==> src/rtl/blk_xfer_pkg.sv <==
package blk_xfer_pkg;

    typedef enum logic [1:0] {
        XM_UP_AT   = 2'd0,
        XM_UP_NEXT = 2'd1,
        XM_DN_AT   = 2'd2,
        XM_DN_PREV = 2'd3
    } xfer_mode_e;

endpackage

==> src/rtl/blk_xfer_popcnt.sv <==
module blk_xfer_popcnt #(
    parameter int W  = 16,
    parameter int CW = 5
) (
    input  logic [W-1:0]  vec_i,
    output logic [CW-1:0] cnt_o
);
    always_comb begin
        cnt_o = '0;
        for (int i = 0; i < W; i++) begin
            cnt_o = cnt_o + CW'(vec_i[i]);
        end
    end
endmodule

==> src/rtl/blk_xfer_lowpick.sv <==
module blk_xfer_lowpick #(
    parameter int W  = 16,
    parameter int IW = 4
) (
    input  logic [W-1:0]  vec_i,
    output logic [IW-1:0] idx_o
);
    // Scan from the top so the lowest set bit is written last.
    always_comb begin
        idx_o = '0;
        for (int i = W - 1; i >= 0; i--) begin
            if (vec_i[i]) begin
                idx_o = IW'(i);
            end
        end
    end
endmodule

==> src/rtl/blk_xfer_addrgen.sv <==
module blk_xfer_addrgen
    import blk_xfer_pkg::*;
#(
    parameter int ADDR_W = 32,
    parameter int CW     = 5
) (
    input  logic [ADDR_W-1:0] base_i,
    input  logic [CW-1:0]     cnt_i,
    input  xfer_mode_e        mode_i,
    output logic [ADDR_W-1:0] first_o,
    output logic [ADDR_W-1:0] wb_o
);
    localparam logic [ADDR_W-1:0] WORD_BYTES = ADDR_W'(4);

    logic [ADDR_W-1:0] span;

    assign span = {{(ADDR_W-CW){1'b0}}, cnt_i} << 2;

    always_comb begin
        unique case (mode_i)
            XM_UP_AT:   first_o = base_i;
            XM_UP_NEXT: first_o = base_i + WORD_BYTES;
            XM_DN_AT:   first_o = base_i - span + WORD_BYTES;
            default:    first_o = base_i - span;
        endcase
        wb_o = (mode_i == XM_UP_AT || mode_i == XM_UP_NEXT) ? base_i + span
                                                             : base_i - span;
    end
endmodule

==> src/rtl/blk_xfer_seq.sv <==
module blk_xfer_seq
    import blk_xfer_pkg::*;
#(
    parameter int ADDR_W = 32,
    parameter int NREG   = 16
) (
    input  logic                      clk,
    input  logic                      rst_n,
    input  logic                      start_i,
    input  logic [ADDR_W-1:0]         base_i,
    input  logic [NREG-1:0]           list_i,
    input  logic [1:0]                mode_i,
    input  logic                      wb_en_i,
    output logic                      busy_o,
    output logic                      done_o,
    output logic                      beat_valid_o,
    input  logic                      beat_ready_i,
    output logic [ADDR_W-1:0]         beat_addr_o,
    output logic [$clog2(NREG)-1:0]   beat_idx_o,
    output logic                      beat_last_o,
    output logic                      wb_valid_o,
    output logic [ADDR_W-1:0]         wb_base_o
);
    localparam int IDX_W = $clog2(NREG);
    localparam int CNT_W = $clog2(NREG + 1);
    localparam logic [ADDR_W-1:0] WORD_BYTES = ADDR_W'(4);

    typedef struct packed {
        logic              busy;
        logic              done;
        logic              wbv;
        logic              wben;
        logic [NREG-1:0]   left;
        logic [ADDR_W-1:0] addr;
        logic [ADDR_W-1:0] wb;
    } seq_st_t;

    seq_st_t state_d, state_q;

    logic [CNT_W-1:0]  start_cnt;
    logic [ADDR_W-1:0] start_first;
    logic [ADDR_W-1:0] start_wb;
    logic [IDX_W-1:0]  cur_idx;
    logic              cur_last;
    logic              fire;

    blk_xfer_popcnt #(.W(NREG), .CW(CNT_W)) u_cnt (
        .vec_i (list_i),
        .cnt_o (start_cnt)
    );

    blk_xfer_addrgen #(.ADDR_W(ADDR_W), .CW(CNT_W)) u_agen (
        .base_i  (base_i),
        .cnt_i   (start_cnt),
        .mode_i  (xfer_mode_e'(mode_i)),
        .first_o (start_first),
        .wb_o    (start_wb)
    );

    blk_xfer_lowpick #(.W(NREG), .IW(IDX_W)) u_pick (
        .vec_i (state_q.left),
        .idx_o (cur_idx)
    );

    // Only one bit left in the mask: this beat is the final one.
    assign cur_last = ((state_q.left & (state_q.left - 1'b1)) == '0);
    assign fire     = state_q.busy && beat_ready_i;

    always_comb begin
        state_d      = state_q;
        state_d.done = 1'b0;
        state_d.wbv  = 1'b0;
        if (!state_q.busy) begin
            if (start_i) begin
                state_d.wb   = start_wb;
                state_d.wben = wb_en_i;
                if (start_cnt == '0) begin
                    state_d.done = 1'b1;
                    state_d.wbv  = wb_en_i;
                end else begin
                    state_d.busy = 1'b1;
                    state_d.left = list_i;
                    state_d.addr = start_first;
                end
            end
        end else if (fire) begin
            state_d.left = state_q.left & ~(NREG'(1) << cur_idx);
            state_d.addr = state_q.addr + WORD_BYTES;
            if (cur_last) begin
                state_d.busy = 1'b0;
                state_d.done = 1'b1;
                state_d.wbv  = state_q.wben;
            end
        end
    end

    always_ff @(posedge clk or negedge rst_n) begin
        if (!rst_n) begin
            state_q <= '0;
        end else begin
            state_q <= state_d;
        end
    end

    assign busy_o       = state_q.busy;
    assign done_o       = state_q.done;
    assign beat_valid_o = state_q.busy;
    assign beat_addr_o  = state_q.addr;
    assign beat_idx_o   = cur_idx;
    assign beat_last_o  = state_q.busy && cur_last;
    assign wb_valid_o   = state_q.wbv;
    assign wb_base_o    = state_q.wb;
endmodule


==> config.mk <==
export PLATFORM = sky130hd
export DESIGN_NAME = blk_xfer_seq
export DESIGN_NICKNAME = d
export VERILOG_FILES = /design/src/rtl/blk_xfer_pkg.sv /design/src/rtl/blk_xfer_popcnt.sv /design/src/rtl/blk_xfer_lowpick.sv /design/src/rtl/blk_xfer_addrgen.sv /design/src/rtl/blk_xfer_seq.sv
export SDC_FILE = /design/constraint.sdc
export NUM_CORES = 1
export LEC_CHECK = 0
export BUFFER_PORTS_ARGS = -buffer_cell sky130_fd_sc_hd__buf_2
export CAP_MARGIN = 20
export CORE_UTILIZATION = 64
export DETAILED_ROUTE_END_ITERATION = 12
export GPL_ROUTABILITY_DRIVEN = 0
export PLACE_DENSITY = 0.95
export SLEW_MARGIN = 20
export SYNTH_ARGS = -nofsm -noshare
export SYNTH_HDL_FRONTEND = slang
export SYNTH_HIERARCHICAL = 1
export SYNTH_SLANG_ARGS = --single-unit
==> constraint.sdc <==
create_clock -name clk -period 4.7 [get_ports clk]
set_clock_uncertainty 0.05 [all_clocks]
set_input_delay 0 -clock clk [delete_from_list [all_inputs] [get_ports clk]]
set_output_delay 0 -clock clk [all_outputs]
set_load 0.01 [all_outputs]
==> impl_metrics.ini, run 1 <==
[outcome]
run_status = aborted with a tool error
haltStage = 5_1_grt
error = [ERROR GRT-0232] Routing congestion too high. Check the congestion heatmap in the GUI.

[logic_synthesis]
synth_sequential_area_ratio_pct = 22.68
yosys.area.top_type = sky130_fd_sc_hd__dfrtp_1
ys_warn_count = 6
postSynth.asyncResetShare_pct = 100.0
synth_cells = 1151
postSynth.topFlopCell = sky130_fd_sc_hd__dfrtp_1
post_synth_main_area_contributors = sky130_fd_sc_hd__dfrtp_1, sky130_fd_sc_hd__buf_4, sky130_fd_sc_hd__xnor2_1
synth.cell_area_um2 = 9269
post_synth.cell_area_avg_um2 = 8.053
mappedNetlistNets = 1239
synth.ff_latch_count = 84
ys_types = 96
yosys.area.top_type_share_pct = 22.68
synth_edf_count = 0

[global_route]
overflow = 261
grt_use_total_pct = 86.02
grt_start_max_net_pins = 69

[clock_tree]
clockBufferDepth = 2
numClockSinks = 84
clockRootBuffer = sky130_fd_sc_hd__clkbuf_16
h_tree_level_count = 3
cts_inserted_buffers = 9

[sta]
worst-endpoint-pin-kind = register input
crit_endpoint = beat_addr_o[24]$_DFFE_PN0P_/D

[die]
horiz_die_dim_um = 122.3
floorplan.initialDensity_pct = 66.26
floorplan.die.height_um = 122.3
std_cell_rows = 43
io_pins = 128

[placed_design]
post-dp-hpwl_mm = 22.57
numPortBuffers = 127
routing by layer:
layer | GRT overflow | global-route usage [%]
met1 | 4 | 86.03
met2 | 145 | 99.47
met5 | 1 | 36.81
met3 | 10 | 70.86
met4 | 101 | 92.45
through the flow:
stage,setup WS (ns),utilization (%),TNS [ns],instance area (µm²),instances
global placement,-1.348,75.58,-47.08,10570,1461
CTS,-1.006,85.56,-26.49,11970,1533
detailed placement,-1.511,75.58,-56.62,10570,1461
floorplan,-1.032,-,-24.06,9489,1151
what timing repair did:
action,in CTS
setup buffers,35
setup endpoints to repair,53
pin swaps,75
endpoints found under the hold margin,49
gates cloned,0
resized for setup,130
hold buffers,21
cells by family after synthesis:
logic type,share of synthesized area (%)
XOR/XNOR,8.315
AO/OA/AOI/OAI,20.96
multiplexers,6.304
flip-flops,22.68
AND/OR/NAND/NOR,24.41
buffers and inverters,11.80
adder cells (fa/ha/maj),5.535
synthesized netlist by cell type (13+ instances only):
master and instances:
sky130_fd_sc_hd__nor2_1 75, sky130_fd_sc_hd__and3_1 13, sky130_fd_sc_hd__dfrtp_1 84, sky130_fd_sc_hd__inv_1 50, sky130_fd_sc_hd__xor2_1 36, sky130_fd_sc_hd__o22ai_1 15
sky130_fd_sc_hd__buf_4 75, sky130_fd_sc_hd__a21oi_1 58, sky130_fd_sc_hd__nand2_1 115, sky130_fd_sc_hd__ha_1 21, sky130_fd_sc_hd__mux2_2 35, sky130_fd_sc_hd__clkbuf_1 42
sky130_fd_sc_hd__nor3_1 34, sky130_fd_sc_hd__nand4_1 23, sky130_fd_sc_hd__o21ai_0 66, sky130_fd_sc_hd__a31oi_1 13, sky130_fd_sc_hd__a22o_1 16, sky130_fd_sc_hd__a211oi_1 17
sky130_fd_sc_hd__nand3_1 38, sky130_fd_sc_hd__and2_1 17, sky130_fd_sc_hd__mux2i_1 19, sky130_fd_sc_hd__xnor2_1 52
==> inputs of run 2 (changes only) <==
--- a/config.mk
+++ b/config.mk
@@ -7,10 +7,10 @@
 export LEC_CHECK = 0
 export BUFFER_PORTS_ARGS = -buffer_cell sky130_fd_sc_hd__buf_2
 export CAP_MARGIN = 20
-export CORE_UTILIZATION = 64
+export CORE_UTILIZATION = 40
 export DETAILED_ROUTE_END_ITERATION = 12
 export GPL_ROUTABILITY_DRIVEN = 0
-export PLACE_DENSITY = 0.95
+export PLACE_DENSITY_LB_ADDON = 0.15
 export SLEW_MARGIN = 20
 export SYNTH_ARGS = -nofsm -noshare
 export SYNTH_HDL_FRONTEND = slang
==> run 2 against run 1 <==
  * The flow now finishes, with violations (setup timing)
  * Area after synthesis did not move
  * Synthesized cell count is the same
==> impl_metrics.ini, run 2 <==
[pwr]
total_leakage_power_uw = 0.005387
swShare_pct = 45.77
power.switching_uw = 3342
cellInternalPower_uw = 3960
max-vdd-ir-drop_mv = 0.4039
seq_power_share_pct = 20.7
power_frac_comb_pct = 68.5
clockPowerShare_pct = 10.8
cellPowerDensity_nw_per_um2 = 586.8

[layout]
final-seq-area_um2 = 2103
final_cell_mix = sky130_fd_sc_hd__buf_4, sky130_fd_sc_hd__buf_2, sky130_fd_sc_hd__nand2_1
area_delta_synth_final_pct = 34.26
final_core_util_pct = 54.80
n_fill_cell = 2149
finalNetCount = 1443
instances_no_fill = 1645
multiInputGateArea_um2 = 7019
layout-drive-gt1-share_pct = 40.15
layout_commonest_cell = sky130_fd_sc_hd__buf_4
postLayoutCellArea_um2 = 12440
diodes = 0

[die]
floorplan.die.height_um = 154.2
die_area_um2 = 23790
std_cell_rows = 55
coreArea_um2 = 22710
horiz_die_dim_um = 154.2
io_pins = 128
floorplan.initialDensity_pct = 40.82

[global_route]
vias_in_the_first_global_route = 9371
initial_antenna_violation_count = 0
use_met1_pct = 35.03
groute.layer.met3.usage_pct = 3.474
met2_track_utilization_from_global_routing_pct = 44.78
grt_use_total_pct = 26.97
grt_start_max_net_pins = 69
overflow = 0
wire_length_of_the_first_global_routing_pass_mm = 50.72
busiest_layer = met2

[sta]
timing_worst_slew_pin_value_ns = 1.087
rsz0062_at_grt = true
max_freq_mhz = 173.6
timing.final.ws_setup_ns = -1.061
fin_crit_sh_pct = 122.6
finalMaxSlewViolations = 0
period_minus_slack_ns = 5.761
hold_violations_final = 0
slew-limit-headroom_pct = 27.34
number_of_endpoints_failing_setup_at_the_final_stage = 41

[worst_setup_path]
regToRegStartpoint = beat_valid_o
rr_worst_depth = 6
cp-startpoint = list_i[13]
cp.arrival_ns = 5.93
cp_launch_type = primary input
worstSetupEndpointType = flip-flop
cp.required_ns = 4.87
type_of_the_setup_path_with_the_least_slack = primary input to flip-flop
critPathMaxFanout = 6

[routing]
drc = 0
num_vias = 9642
avgViaCountPerCell = 5.861
routed_wl_mm = 32.01
avgRoutedWirePerCell_um = 19.46
detail-route-antenna-nets = 0
drtPass1Iterations = 5
drt_first_iter_violations = 692

[placed_design]
placed_cells_incl_taps = 1580
numPortBuffers = 127
placed_cell_area_um2 = 10800
post-place-ws_ns = -1.497
post-dp-hpwl_mm = 23.01

[logic_synthesis]
yosys.area.top_type_share_pct = 22.68
synthTopCellsByCount = sky130_fd_sc_hd__nand2_1, sky130_fd_sc_hd__dfrtp_1, sky130_fd_sc_hd__buf_4, sky130_fd_sc_hd__nor2_1, sky130_fd_sc_hd__o21ai_0
mappedNetlistNets = 1239
yosys.area.top_type = sky130_fd_sc_hd__dfrtp_1
post_synth_main_area_contributors = sky130_fd_sc_hd__dfrtp_1, sky130_fd_sc_hd__buf_4, sky130_fd_sc_hd__xnor2_1
ys_warn_count = 6
synth.cell_area_um2 = 9269
postSynth.topFlopCell = sky130_fd_sc_hd__dfrtp_1
ys_types = 96
post_synth.cell_area_avg_um2 = 8.053
synth_edf_count = 0
synth_cells = 1151
synth.ff_latch_count = 84
synth.most_common_cell = sky130_fd_sc_hd__nand2_1
postSynth.asyncResetShare_pct = 100.0
synth_sequential_area_ratio_pct = 22.68

[outcome]
failed_checks = setup timing
run_status = finished, violations left

[clock_tree]
tritoncts_clock_tree = yes
clockBufferDepth = 2
numClockSinks = 84
h_tree_level_count = 3
cts_inserted_buffers = 9
clockRootBuffer = sky130_fd_sc_hd__clkbuf_16
worstSkewPairLatency_ns = 0.36
cts.reportedPaths.clkPinSlew_ns = 0.07

[worst_hold_path]
hp-class = primary input to flip-flop
timing.hold.worst.start = beat_ready_i
depth_of_the_worst_hold_timing_path = 3

[flow_run]
maxCapViolations = 0
## run 2: cell counts after synthesis
No cell type changed its count.
## run 2: worst max-delay path: stages
cell and delay, ns:
sky130_fd_sc_hd__buf_2 0.10, sky130_fd_sc_hd__inv_2 0.04, sky130_fd_sc_hd__fa_2 0.56, sky130_fd_sc_hd__fa_1 0.43
sky130_fd_sc_hd__fa_2 0.54, sky130_fd_sc_hd__fa_1 0.40, sky130_fd_sc_hd__inv_1 0.07, sky130_fd_sc_hd__ha_2 0.18
sky130_fd_sc_hd__inv_2 0.04, sky130_fd_sc_hd__fa_2 0.52, sky130_fd_sc_hd__inv_2 0.05, sky130_fd_sc_hd__inv_2 0.07
sky130_fd_sc_hd__ha_4 0.19, sky130_fd_sc_hd__and2b_1 0.18, sky130_fd_sc_hd__o2111a_2 0.32, sky130_fd_sc_hd__nor4_4 0.38
sky130_fd_sc_hd__buf_4 0.19, sky130_fd_sc_hd__nand4b_1 0.09, sky130_fd_sc_hd__o211ai_1 0.13, sky130_fd_sc_hd__buf_4 0.20
sky130_fd_sc_hd__nand4b_4 0.20, sky130_fd_sc_hd__buf_4 0.20, sky130_fd_sc_hd__xnor2_1 0.16, sky130_fd_sc_hd__o221ai_1 0.26
sky130_fd_sc_hd__a211oi_1 0.35, sky130_fd_sc_hd__a21oi_1 0.07
## run 2: power by group through the flow
| stage | clock, µW | sequential (µW) | combinational, µW |
|---|---|---|---|
| final | 788 | 1510 | 5000 |
| after global routing | 829 | 1570 | 5460 |
| after CTS | 805 | 1500 | 4730 |
| after detailed placement | 0 | 1510 | 4290 |
| after global placement | 0 | 1510 | 4250 |
| after floorplan | 0 | 1370 | 3120 |
## run 2: worst paths after layout
| path | endpoint | slack, ns |
|---|---|---|
| max in group asynchronous | beat_valid_o | 3.46 |
| min in group asynchronous | wb_base_o[21] | 0.22 |
| max | beat_addr_o[18] | -1.06 |
| min reg2reg | beat_addr_o[1] | 0.44 |
| min | beat_valid_o | 0.05 |
| max reg2reg | beat_addr_o[9] | 2.24 |
## run 2: routing by layer
layer | vias up | wire (µm)
met3 | 59 | 1738
met2 | 325 | 15170
met1 | 4741 | 14000
li1 | 4517 | -
met4 | 0 | 1102
met5 | - | 0
## run 2: cell families after synthesis
group,count (synthesis),share of synthesized area (%)
and+or+nand+nor,414,24.41
AOI/OAI and AO/OA,284,20.96
buffers and inverters,193,11.80
xor gates and xnor gates,88,8.315
DFF,84,22.68
muxes,54,6.304
adders and majority gates,34,5.535
## run 2: cell type report
class | count | share of cell area [%]
Tap cell | 285 | 2.865
Multi-Input combinational cell | 874 | 56.40
Inverter | 51 | 1.639
Sequential cell | 84 | 16.90
Clock inverter | 6 | 0.5731
Timing Repair Buffer | 335 | 19.70
Clock buffer | 10 | 1.920
## run 2: what timing repair did
item | in CTS | in global routing
gates resized for setup | 133 | 74
setup buffers | 22 | 16
pin swaps | 74 | 61
cloned | 0 | 0
setup endpoints to repair | 53 | 50
endpoints found under the hold margin | 79 | 0
hold buffers | 21 | 0
## run 2: stage by stage
step                setup TNS, ns  total power, µW  hold slack [ns]
floorplan                  -24.06             4491          -0.3456
global placement           -55.47             5758          0.08364
detailed placement         -55.97             5800          0.09453
CTS                        -23.96             7035          0.03117
global route               -33.70             7851          0.06579
finish                     -25.65             7302          0.04922
(Power assumes the default switching activity.)
==> inputs of run 3 (changes only) <==
--- a/config.mk
+++ b/config.mk
@@ -10,6 +10,7 @@
 export CORE_UTILIZATION = 40
 export DETAILED_ROUTE_END_ITERATION = 12
 export GPL_ROUTABILITY_DRIVEN = 0
+export HOLD_SLACK_MARGIN = 0.1
 export PLACE_DENSITY_LB_ADDON = 0.15
 export SLEW_MARGIN = 20
 export SYNTH_ARGS = -nofsm -noshare
==> constraint.sdc (replaced) <==
create_clock -name clk -period 6.6 [get_ports clk]
set_clock_uncertainty 0.05 [all_clocks]
set_input_delay 0 -clock clk [delete_from_list [all_inputs] [get_ports clk]]
set_output_delay 0 -clock clk [all_outputs]
set_load 0.01 [all_outputs]
==> run 3 against run 2 <==
  * First-iteration DRC count is 22% lower
  * Sequential cell count stayed put
  * Cell count is 6.9% lower
  * Sequential share of layout area is 2.8 points higher
  * The flow now finishes without violations
  * Register-to-register slack better by 1.5 ns
  * Die area stayed put
  * Clock-buffer cell count is 1 lower
  * Critical endpoint is now beat_addr_o[19]
  * Non-clock buffer count is 114 lower
  * Worst hold slack better by 0.047 ns
  * Largest power group unchanged
  * Total power is 39% lower
==> impl_metrics.ini, run 3 (synthesis results as in run 2) <==
[outcome]
run_status = complete, no violations

[routing]
avgRoutedWirePerCell_um = 19.22
detail-route-antenna-nets = 0
drtPass1Iterations = 7
num_vias = 8904
drc = 0
drt_first_iter_violations = 539
avgViaCountPerCell = 5.816
routed_wl_mm = 29.43

[global_route]
vias_in_the_first_global_route = 8627
wire_length_of_the_first_global_routing_pass_mm = 46.69
met2_track_utilization_from_global_routing_pct = 41.06
busiest_layer = met2
grt_start_max_net_pins = 69
use_met1_pct = 31.99
grt_use_total_pct = 24.90
overflow = 0
initial_antenna_violation_count = 0
groute.layer.met3.usage_pct = 3.110

[sta]
number_of_endpoints_failing_setup_at_the_final_stage = 0
max_freq_mhz = 156.7
rsz0062_at_grt = true
slew-limit-headroom_pct = 29.04
hold_violations_final = 0
fin_crit_sh_pct = 96.69
timing_worst_slew_pin_value_ns = 1.062
setup_total_negative_slack_ns = 0
period_minus_slack_ns = 6.382
finalMaxSlewViolations = 0

[die]
coreArea_um2 = 22710
floorplan.die.height_um = 154.2
die_area_um2 = 23790
io_pins = 128
horiz_die_dim_um = 154.2
std_cell_rows = 55
floorplan.initialDensity_pct = 40.82

[worst_setup_path]
critPathMaxFanout = 9
worstSetupEndpointType = flip-flop
crit_slowest_cell = sky130_fd_sc_hd__fa_1
critPathMaxStageDelay_ns = 0.56
cp.required_ns = 6.80
cp_launch_type = primary input
cp.arrival_ns = 6.58
type_of_the_setup_path_with_the_least_slack = primary input to flip-flop
timing.critical_path.mode_cell = sky130_fd_sc_hd__inv_1

[layout]
layout_commonest_cell = sky130_fd_sc_hd__buf_2
instances_no_fill = 1531
area_delta_synth_final_pct = 15.34
final_cell_mix = sky130_fd_sc_hd__buf_2, sky130_fd_sc_hd__nand2_1, sky130_fd_sc_hd__dfrtp_1
finalNetCount = 1329
layout-drive-gt1-share_pct = 25.04
diodes = 0

[clock_tree]
numClockSinks = 84
clockBufferDepth = 2
cts.reportedPaths.clkPinSlew_ns = 0.08
h_tree_level_count = 3
cts_inserted_buffers = 9
worstSkewPairLatency_ns = 0.36
tritoncts_clock_tree = yes
clockRootBuffer = sky130_fd_sc_hd__clkbuf_16

[pwr]
cellPowerDensity_nw_per_um2 = 415.8
total_leakage_power_uw = 0.004443
max-vdd-ir-drop_mv = 0.2641

[placed_design]
post-dp-hpwl_mm = 21.85
numPortBuffers = 127
placed_cells_incl_taps = 1471

[flow_run]
maxCapViolations = 0

[worst_hold_path]
hp-class = primary input to flip-flop
## run 3: changes by cell type in the layout (fill, tap and decap cells not counted), sizes merged
cell          previous run  this run
buf                    314       186
dlygate4sd3             21        34
bufinv                   1         2
clkbuf                  10         9
clkinv                   3         2
dlymetal6s4s             0         1
inv                     52        53
## run 3: worst max-delay path: cells and delay by family
kind                       cells  cell delay (ns)
adders and majority gates      7             2.76
AOI/OAI and AO/OA              6             1.40
buffers and inverters          8             1.24
and+or+nand+nor                5             0.83
xor gates and xnor gates       2             0.34
## run 3: final cells by class
cell class | count | area [µm²]
Clock inverter | 7 | 105.1
Multi-Input combinational cell | 874 | 6248
Sequential cell | 84 | 2103
Inverter | 51 | 196.4
Fill cell | 2288 | 12020
Clock buffer | 9 | 225.2
Timing Repair Buffer | 221 | 1455
Tap cell | 285 | 356.6
## run 3: stage by stage
stage               utilization (%)  power, µW  setup slack, ns  area [µm²]  hold WS, ns
finish                        47.07       4446           0.2183       10690      0.09655
global placement              42.91       3636           0.2407        9746     -0.09847
global route                  47.07       4804         -0.05487       10690       0.1353
detailed placement            42.91       3659           0.1686        9746     -0.09565
CTS                           45.96       4287          0.02149       10440       0.1001
floorplan                         -       3055           0.6381        9269      -0.3456
## run 3: routing by layer
metal / vias to the layer above / routed length [µm]
li1: 4279 / -
met1: 4296 / 13270
met2: 273 / 13650
met3: 56 / 1316
met4: 0 / 1192
met5: - / 0
## run 3: final timing paths
check / startpoint / slack [ns] / to / cells past startpoint
worst max register to register: beat_valid_o / 3.73 / state_q[75] / 6
max in group asynchronous: rst_n / 5.01 / beat_valid_o / 4
min in group asynchronous: rst_n / 0.62 / wb_base_o[20] / 4
worst min register to register: beat_addr_o[0] / 0.43 / beat_addr_o[0] / 2
worst max-delay path: list_i[15] / 0.22 / beat_addr_o[19] / 28
worst min-delay path: base_i[18] / 0.1 / wb_base_o[18] / 3
## run 3: power breakdown
group          total (µW)  switching (µW)  internal [µW]
clock                 594             255            339
sequential           1070             309            760
combinational        2780            1550           1230
total                4450            2110           2330
## run 3: what timing repair did
action / CTS / global route
endpoints found under the setup margin: 0 / 18
setup buffers: 0 / 10
hold endpoints to repair: 62 / 1
hold buffers: 35 / 1
resized for setup: 0 / 37
